**src/rtl/rtc_pkg.sv**
```systemverilog
package rtc_pkg;
    localparam int NTIME = 7;
    localparam logic [2:0] IDX_CTRL = 3'd0;
    localparam logic [2:0] IDX_SEC  = 3'd1;
    localparam logic [2:0] IDX_DAY  = 3'd4;

    typedef struct packed {
        logic       hit_clk;
        logic       hit_ram;
        logic       wr;
        logic [2:0] idx;
    } acc_t;

    // Kept bits of each time register, index 1 = seconds .. 7 = year
    function automatic logic [7:0] field_mask(input int idx);
        case (idx)
            1:       return 8'h7F;
            2:       return 8'h7F;
            3:       return 8'h3F;
            4:       return 8'h07;
            5:       return 8'h3F;
            6:       return 8'h1F;
            7:       return 8'hFF;
            default: return 8'h00;
        endcase
    endfunction
endpackage

```
**src/rtl/rtc_bus_decode.sv**
```systemverilog
module rtc_bus_decode
    import rtc_pkg::*;
#(
    parameter int ADDR_W = 11
) (
    input  logic [ADDR_W-1:0] addr,
    input  logic              ce,
    input  logic              we,
    input  logic              pwr_fail,
    output acc_t              acc
);
    localparam logic [ADDR_W-1:0] CLK_BASE = ADDR_W'((1 << ADDR_W) - 8);

    logic live;

    always_comb begin
        live        = ce && !pwr_fail;
        acc.hit_clk = live && (addr >= CLK_BASE);
        acc.hit_ram = live && (addr < CLK_BASE);
        acc.wr      = we;
        acc.idx     = addr[2:0];
    end
endmodule

```
**src/rtl/rtc_prescaler.sv**
```systemverilog
module rtc_prescaler #(
    parameter int PRESC_W = 6
) (
    input  logic clk,
    input  logic rst_n,
    input  logic tick,
    input  logic run,
    output logic wave
);
    logic [PRESC_W-1:0] cnt_d, cnt_q;

    always_comb begin
        cnt_d = cnt_q;
        if (run && tick) cnt_d = cnt_q + 1'b1;
    end

    always_ff @(posedge clk or negedge rst_n) begin
        if (!rst_n) cnt_q <= '0;
        else        cnt_q <= cnt_d;
    end

    assign wave = cnt_q[PRESC_W-1];

    assert_presc_hold_R7: assert property (@(posedge clk) disable iff (!rst_n)
        !run |=> $stable(cnt_q));
    assert_presc_step_R8: assert property (@(posedge clk) disable iff (!rst_n)
        (run && tick) |=> (cnt_q == $past(cnt_q) + 1'b1));
endmodule

```
**src/rtl/rtc_shadow_regs.sv**
```systemverilog
module rtc_shadow_regs
    import rtc_pkg::*;
(
    input  logic                 clk,
    input  logic                 rst_n,
    input  acc_t                 acc,
    input  logic [7:0]           wdata,
    input  logic [NTIME*8-1:0]   cal_now,
    input  logic                 cal_upd,
    input  logic                 ft_wave,
    output logic [7:0]           rdata,
    output logic [NTIME*8-1:0]   vis_flat,
    output logic                 load,
    output logic                 osc_stop
);
    typedef struct packed {
        logic                  w;
        logic                  r;
        logic                  osc;
        logic                  ft;
        logic                  load;
        logic [NTIME-1:0][7:0] vis;
    } shadow_t;

    shadow_t s_d, s_q;

    always_comb begin
        s_d      = s_q;
        s_d.load = 1'b0;
        if (!s_q.w && !s_q.r && cal_upd) begin
            for (int k = 0; k < NTIME; k++)
                s_d.vis[k] = cal_now[k*8 +: 8] & field_mask(k + 1);
        end
        if (acc.hit_clk && acc.wr) begin
            if (acc.idx == IDX_CTRL) begin
                s_d.w    = wdata[7];
                s_d.r    = wdata[6];
                s_d.load = s_q.w && !wdata[7];
            end else begin
                if (acc.idx == IDX_SEC) s_d.osc = wdata[7];
                if (acc.idx == IDX_DAY) s_d.ft  = wdata[6];
                if (s_q.w) begin
                    for (int k = 0; k < NTIME; k++)
                        if (acc.idx == 3'(k + 1))
                            s_d.vis[k] = wdata & field_mask(k + 1);
                end
            end
        end
    end

    always_ff @(posedge clk or negedge rst_n) begin
        if (!rst_n) s_q <= '0;
        else        s_q <= s_d;
    end

    always_comb begin
        rdata = 8'h00;
        if (acc.idx == IDX_CTRL) begin
            rdata = {s_q.w, s_q.r, 6'b0};
        end else begin
            for (int k = 0; k < NTIME; k++)
                if (acc.idx == 3'(k + 1)) rdata = s_q.vis[k];
            if (acc.idx == IDX_SEC) begin
                rdata[7] = s_q.osc;
                if (s_q.ft && !s_q.osc) rdata[0] = ft_wave;
            end
            if (acc.idx == IDX_DAY) rdata[6] = s_q.ft;
        end
    end

    assign vis_flat = s_q.vis;
    assign load     = s_q.load;
    assign osc_stop = s_q.osc;

    assert_read_freeze_R3: assert property (@(posedge clk) disable iff (!rst_n)
        (s_q.r && $past(s_q.r) && !$past(s_q.w)) |-> $stable(s_q.vis));
    assert_load_pulse_R5: assert property (@(posedge clk) disable iff (!rst_n)
        s_q.load |-> (!s_q.w && $past(s_q.w)));
    assert_load_single_R5: assert property (@(posedge clk) disable iff (!rst_n)
        s_q.load |=> !s_q.load);
endmodule

```
**src/rtl/rtc_regfile_top.sv**
```systemverilog
module rtc_regfile_top
    import rtc_pkg::*;
#(
    parameter int ADDR_W  = 11,
    parameter int PRESC_W = 6
) (
    input  logic              clk,
    input  logic              rst_n,
    input  logic [ADDR_W-1:0] bus_addr,
    input  logic              bus_ce,
    input  logic              bus_we,
    input  logic [7:0]        bus_wdata,
    output logic [7:0]        bus_rdata,
    input  logic              pwr_fail,
    output logic              ram_ce,
    output logic              ram_we,
    input  logic [7:0]        ram_rdata,
    input  logic              tick_32k,
    output logic              osc_run,
    input  logic [55:0]       cal_now,
    input  logic              cal_upd,
    output logic              cal_load,
    output logic [55:0]       cal_load_val
);
    typedef struct packed {
        logic [7:0] rd;
        logic       sel_clk;
        logic       sel_ram;
        logic       sel_ctrl;
    } rdpath_t;

    acc_t       acc;
    logic [7:0] clk_rdata;
    logic       ft_wave;
    logic       osc_stop;
    rdpath_t    p_d, p_q;

    rtc_bus_decode #(.ADDR_W(ADDR_W)) u_dec (
        .addr     (bus_addr),
        .ce       (bus_ce),
        .we       (bus_we),
        .pwr_fail (pwr_fail),
        .acc      (acc)
    );

    rtc_prescaler #(.PRESC_W(PRESC_W)) u_presc (
        .clk   (clk),
        .rst_n (rst_n),
        .tick  (tick_32k),
        .run   (!osc_stop),
        .wave  (ft_wave)
    );

    rtc_shadow_regs u_regs (
        .clk      (clk),
        .rst_n    (rst_n),
        .acc      (acc),
        .wdata    (bus_wdata),
        .cal_now  (cal_now),
        .cal_upd  (cal_upd),
        .ft_wave  (ft_wave),
        .rdata    (clk_rdata),
        .vis_flat (cal_load_val),
        .load     (cal_load),
        .osc_stop (osc_stop)
    );

    always_comb begin
        p_d          = '0;
        p_d.sel_clk  = acc.hit_clk && !acc.wr;
        p_d.sel_ram  = acc.hit_ram && !acc.wr;
        p_d.sel_ctrl = p_d.sel_clk && (acc.idx == IDX_CTRL);
        if (p_d.sel_clk) p_d.rd = clk_rdata;
    end

    always_ff @(posedge clk or negedge rst_n) begin
        if (!rst_n) p_q <= '0;
        else        p_q <= p_d;
    end

    assign bus_rdata = p_q.sel_clk ? p_q.rd : (p_q.sel_ram ? ram_rdata : 8'h00);
    assign ram_ce    = acc.hit_ram;
    assign ram_we    = acc.hit_ram && acc.wr;
    assign osc_run   = !osc_stop;

    assert_pf_block_R9: assert property (@(posedge clk) disable iff (!rst_n)
        pwr_fail |=> (bus_rdata == 8'h00));
    assert_ctrl_unused_R10: assert property (@(posedge clk) disable iff (!rst_n)
        p_q.sel_ctrl |-> (bus_rdata[5:0] == 6'b0));
endmodule

```
**config.mk**
```make
export PLATFORM = sky130hd
export DESIGN_NAME = rtc_regfile_top
export DESIGN_NICKNAME = d
export VERILOG_FILES = /design/src/rtl/rtc_pkg.sv /design/src/rtl/rtc_bus_decode.sv /design/src/rtl/rtc_prescaler.sv /design/src/rtl/rtc_shadow_regs.sv /design/src/rtl/rtc_regfile_top.sv
export SDC_FILE = /design/constraint.sdc
export NUM_CORES = 1
export LEC_CHECK = 0
export CAP_MARGIN = 10
export CORE_MARGIN = 3
export CORE_UTILIZATION = 42
export CTS_CLUSTER_SIZE = 8
export DETAILED_ROUTE_END_ITERATION = 8
export MAX_ROUTING_LAYER = met4
export PLACE_DENSITY = 0.86
export SETUP_SLACK_MARGIN = 0.3
export SLEW_MARGIN = 20
export SYNTH_ARGS = -nofsm -noshare
export SYNTH_HDL_FRONTEND = slang
export SYNTH_SLANG_ARGS = --single-unit
```
**constraint.sdc**
```tcl
create_clock -name clk -period 1.85 [get_ports clk]
set_input_delay 0.185 -clock clk [delete_from_list [all_inputs] [get_ports clk]]
set_output_delay 0.185 -clock clk [all_outputs]
set_load 0.05 [all_outputs]
```
==> results of run 1 <==
==> metrics by stage <==
stage | setup TNS, ps | hold WS, ps | cells | utilization
finish | 0 | 321 | 641 | 0.663
global route | 0 | 362 | 640 | 0.663
CTS | 0 | 333 | 637 | 0.652
detailed placement | -4740 | 163 | 610 | 0.614
global placement | -4500 | 157 | 610 | 0.614
floorplan | 0 | -111 | 367 | -
==> final cells by class <==
cell class	count	area, sq um
Antenna cell	1	2.50
Clock buffer	12	135
Clock inverter	4	72.6
Fill cell	773	3510
Inverter	2	7.51
Multi-Input combinational cell	211	2480
Sequential cell	77	1930
Tap cell	136	170
Timing Repair Buffer	198	2120
==> metal layers <==
metal	GRT usage	part of all wire	vias to the layer above
met5	-	0	-
met1	0.311	0.43	1793
met2	0.372	0.51	123
li1	-	-	1573
met4	0.0967	0.023	0
met3	0.0250	0.041	22
==> critical path: stages, from the launching register on <==
cell and delay, ps:
dfrtp_1 410, nor3b_4 200, buf_6 160, bufbuf_16 270, mux2_2 320, mux2_2 250
==> state kept, by name, indices dropped and copies added, names as in the netlist <==
register	cells
u_regs.vis_flat	56
u_regs.osc_stop	1
u_regs.load	1
u_regs.s_q	3
p_q	10
u_presc.cnt_q	6
==> cells by family (layout without fill, tap and decap cells) <==
| family | count (synthesis) | in the layout | synth area share |
|---|---|---|---|
| muxes | 109 | 109 | 0.281 |
| other | 0 | 1 | 0 |
| and+or+nand+nor | 71 | 71 | 0.115 |
| adders and majority gates | 1 | 1 | 0.00275 |
| xor gates and xnor gates | 5 | 5 | 0.00962 |
| buffers and inverters | 79 | 216 | 0.120 |
| DFF | 77 | 77 | 0.423 |
| AOI/OAI and AO/OA | 25 | 25 | 0.0481 |
==> how the worst min path moves through the flow <==
stage	from	endpoint	slack, ps
after floorplan	rst_n	p_q[10]	-110
after global placement	rst_n	u_presc.cnt_q[2]	160
after detailed placement	rst_n	u_presc.cnt_q[2]	160
after CTS	rst_n	u_presc.cnt_q[2]	330
after global routing	rst_n	u_presc.cnt_q[0]	360
final	rst_n	u_presc.cnt_q[0]	320
==> power by group through the flow <==
| stage | Clock, uW | Combinational [uW] | Sequential, uW |
|---|---|---|---|
| 6_report | 1380 | 1460 | 1990 |
| 3_5_place_dp | 0 | 1430 | 2020 |
| 3_3_place_gp | 0 | 1410 | 2020 |
| 5_1_grt | 1480 | 1540 | 2010 |
| 2_1_floorplan | 0 | 1020 | 1970 |
| 4_1_cts | 1390 | 1440 | 1990 |
==> synth_stat cells (6+ instances only) <==
library cell / n / area share
buf_4: 61 / 0.10
mux2_2: 88 / 0.22
dfrtp_1: 77 / 0.42
and3_1: 14 / 0.019
buf_2: 10 / 0.011
a22o_1: 7 / 0.013
nor2_1: 8 / 0.0066
nand2_1: 6 / 0.0049
mux2_1: 11 / 0.027
==> repair_timing <==
item	in CTS	in global routing
hold buffers	1	0
setup buffers	7	2
gates resized for setup	83	16
hold endpoints to repair	30	0
endpoints found under the setup margin	114	72
pin swaps	4	7
cloned	3	1
==> results.txt, run 1 <==
drt via density: 5.48
H-tree Lvls: 3
Crit Path Class: flop to flop
Layout area overhead: 51.8%
setup violators final: 0
Worst Path Arrival: 1960 ps
largest net degree at the start of global routing: 48
CP startpoint: u_regs.s_q[59]
CTS Sinks: 77
Top-Level Pins: 158
Max-slew headroom: 0.640
port bufs: 143
final hold violation count: 0
Critical R2R Capture: u_regs.vis_flat[18]
Psw: 1510 uW
Post-Syn Nets: 458
end of the critical path: u_regs.vis_flat[18]
total track usage: 0.235
first-pass GRT wire length: 20800 um
DP Worst Slack: -154 ps
Crit Path Max Fanout: 5
net switching fraction of the power: 0.313
startpoint types: flop
DP Area: 6390 sq um
outcome: finished clean
Internal: 3330 uW
Synth Cell Area: 4550 sq um
number of global-route vias before repair: 3673
1st-iter DRT viols: 157
worst skew pair latency: 340 ps
crit end category: flop
most common cell after layout, fill and taps aside: dfrtp_1
number of enable flip-flop cells after synthesis: 0
worst slew pin tran: 542 ps
die width: 110 um
Max VDD drop: 0.479 mV
post-synthesis async set-or-reset flop share: 1.00
synthesized instance count: 367
Die Area: 12100 sq um
Seq cells post-synth: 77
Reg-to-Reg Start: u_regs.s_q[59]
Final min period: 1730 ps
Final period util: 0.933
Avg Inst Size Synth: 12.4 sq um
core area: 10400 sq um
LEAKAGE: 0.00345 uW
top_reg_cell synth: dfrtp_1
worst setup margin: 124 ps
worst r2r path cells: 5
layout cells sized above 1: 0.423
Yosys cell types: 43
post-route cell area: 6910 sq um
fmax: 579 MHz
Crit path required time: 2080 ps
Starting Density: 0.437
Clk pwr share: 0.286
root buffer cell: clkbuf_8
hpwl dp: 9760 um
# Max-Cap Violations: 0
Hold Path Class: input port to asynchronous set/reset pin
Via Count: 3511
commonest cells after routing, fill and taps aside: 76 x dfrtp_1, 73 x mux2_4, 71 x clkdlybuf4s50_1
row count: 37
initial antenna violation count: 0
Num CTS Buffers: 9
R2R Setup Slk: 120 ps
Detail Route Antenna Nets: 0
Max Root-Sink Buffers: 2
CTS tree: built
CTS clk-pin slew, worst paths: 80 ps
Die Y: 110 um
Clock Skew: 8.81 ps
GP Congestion: 0.855
Seq pwr share: 0.412
WL/cell: 21.7 um
remaining global-route overflow: 0
Syn. warnings: 0
drc violations: 0
PD cells: 700 nW/um^2
Initial DRT Pass Iterations: 4
logic gate share of total power: 0.302
final-stage net count: 590
Final Max Tran Viols: 0
Post-Route WL: 13900 um
sequential fraction of the synthesis area: 0.423
RSZ-0062 raised after global routing: true
Tot Pwr: 4840 uW
(Power assumes the default switching activity.)
==> run 2: changes to the inputs <==
--- a/config.mk
+++ b/config.mk
@@ -8,7 +8,7 @@
 export CAP_MARGIN = 10
 export CORE_MARGIN = 3
 export CORE_UTILIZATION = 42
-export CTS_CLUSTER_SIZE = 8
+export CTS_CLUSTER_SIZE = 14
 export DETAILED_ROUTE_END_ITERATION = 8
 export MAX_ROUTING_LAYER = met4
 export PLACE_DENSITY = 0.86
==> results of run 2 <==
No change in the layout: final DEF, timing and power equal those of run 1.
==> run 3: changes to the inputs <==
--- a/config.mk
+++ b/config.mk
@@ -6,7 +6,6 @@
 export NUM_CORES = 1
 export LEC_CHECK = 0
 export CAP_MARGIN = 10
-export CORE_MARGIN = 3
 export CORE_UTILIZATION = 42
 export CTS_CLUSTER_SIZE = 14
 export DETAILED_ROUTE_END_ITERATION = 8
==> run 3 against run 2 <==
Compared with the run above: register-to-register slack about the same; non-clock buffer count rose by 6; fmax decreased by 0.55%; cell count grew 0.78%; setup slack worse by 9.5 ps; largest power group unchanged; utilization up 0.80 points; sequential power barely moved; routed wire length decreased by 2.0%.
==> results.txt, run 3 (synthesis gave the netlist of run 1 again) <==
outcome: finished clean
final-stage net count: 596
worst slew pin tran: 540 ps
PD cells: 683 nW/um^2
Reg-to-Reg Start: u_regs.s_q[59]
GP Congestion: 0.838
Initial DRT Pass Iterations: 4
# Max-Cap Violations: 0
CTS tree: built
Tot Pwr: 4780 uW
Min Hold Slack: 355 ps
drc violations: 0
diode count: 0
initial antenna violation count: 0
Final Max Tran Viols: 0
DP Worst Slack: -205 ps
Top-Level Pins: 158
commonest cells after routing, fill and taps aside: 76 x dfrtp_1, 71 x mux2_4, 64 x clkdlybuf4s50_1
CTS Sinks: 77
largest net degree at the start of global routing: 40
root buffer cell: clkbuf_8
Final period util: 0.938
die width: 106 um
drt via density: 5.48
Critical R2R Capture: u_regs.vis_flat[35]
most common cell after layout, fill and taps aside: dfrtp_1
final hold violation count: 0
Die Area: 11300 sq um
WL/cell: 21.1 um
row count: 37
CTS clk-pin slew, worst paths: 90 ps
Max Root-Sink Buffers: 2
Hold Path Class: input port to asynchronous set/reset pin
Die Y: 106 um
setup violators final: 0
1st-iter DRT viols: 162
Num CTS Buffers: 9
Max VDD drop: 0.420 mV
Post-Route WL: 13600 um
first-pass GRT wire length: 20400 um
R2R Setup Slk: 110 ps
layout cells sized above 1: 0.420
LEAKAGE: 0.00347 uW
DP Area: 6390 sq um
Clock Skew: 14.7 ps
remaining global-route overflow: 0
Crit path required time: 2080 ps
Via Count: 3540
Max-slew headroom: 0.641
Layout Cells excl Fill: 646
worst skew pair latency: 350 ps
crit end category: flop
startpoint types: flop
Crit Path Max Fanout: 5
RSZ-0062 raised after global routing: true
number of global-route vias before repair: 3785
H-tree Lvls: 3
port bufs: 143
Starting Density: 0.437
Final min period: 1740 ps
# fillers: 761
Worst Path Arrival: 1970 ps
worst setup margin: 114 ps
Detail Route Antenna Nets: 0
hpwl dp: 9520 um
core area: 10400 sq um
# placed instances: 606
total track usage: 0.246
Layout area overhead: 53.7%
max reg flops: 56
worst r2r path cells: 6
Crit Path Class: flop to flop
fmax: 576 MHz
post-route cell area: 6990 sq um
run 3: how the worst max path moves through the flow:
stage                               from                   to  slack (ps)
final                     u_regs.s_q[59]  u_regs.vis_flat[35]         110
after global routing      u_regs.s_q[59]   u_regs.vis_flat[1]          60
after CTS                 u_regs.s_q[60]   u_regs.vis_flat[1]         100
after detailed placement         cal_upd   u_regs.vis_flat[0]        -200
after global placement           cal_upd   u_regs.vis_flat[0]        -180
after floorplan             bus_addr[10]               ram_we         120
run 3: critical path: stages, from the launching register on:
cell,delay (ps)
dfrtp_1,420
nor3b_4,240
buf_12,160
buf_12,120
buf_16,120
mux2_4,300
mux2_4,250
run 3: stage by stage:
step | TNS (ps) | util
global route | 0 | 0.671
floorplan | 0 | -
global placement | -4920 | 0.613
CTS | 0 | 0.657
detailed placement | -6600 | 0.613
finish | 0 | 0.671
run 3: routing by layer:
| layer | GRT usage | vias to the layer above | wire length, um |
|---|---|---|---|
| met5 | - | - | 0 |
| met3 | 0.0313 | 25 | 552 |
| met4 | 0.0913 | 0 | 339 |
| met2 | 0.414 | 138 | 7000 |
| li1 | - | 1577 | - |
| met1 | 0.302 | 1800 | 5750 |
run 3: final cells by class:
class / count / area, sq um / share of cell area
inverters: 2 / 7.51 / 0.00107
clock buffers: 10 / 128 / 0.0182
flip-flops and latches: 77 / 1930 / 0.276
well taps: 136 / 170 / 0.0243
multi-input cells: 211 / 2450 / 0.350
repair buffers: 204 / 2240 / 0.321
clock inverters: 6 / 70.1 / 0.0100
run 3: what timing repair did:
| action | 4_1_cts | 5_1_grt |
|---|---|---|
| setup endpoints to repair | 114 | 72 |
| setup buffers | 15 | 3 |
| pin swaps | 3 | 12 |
| hold endpoints to repair | 37 | 0 |
| cloned | 3 | 2 |
| hold buffers | 1 | 0 |
| resized for setup | 85 | 17 |
run 3: power breakdown:
part / total [uW] / internal [uW] / switching [uW]
Combinational: 1480 / 730 / 753
Sequential: 1980 / 1840 / 142
Clock: 1310 / 634 / 677
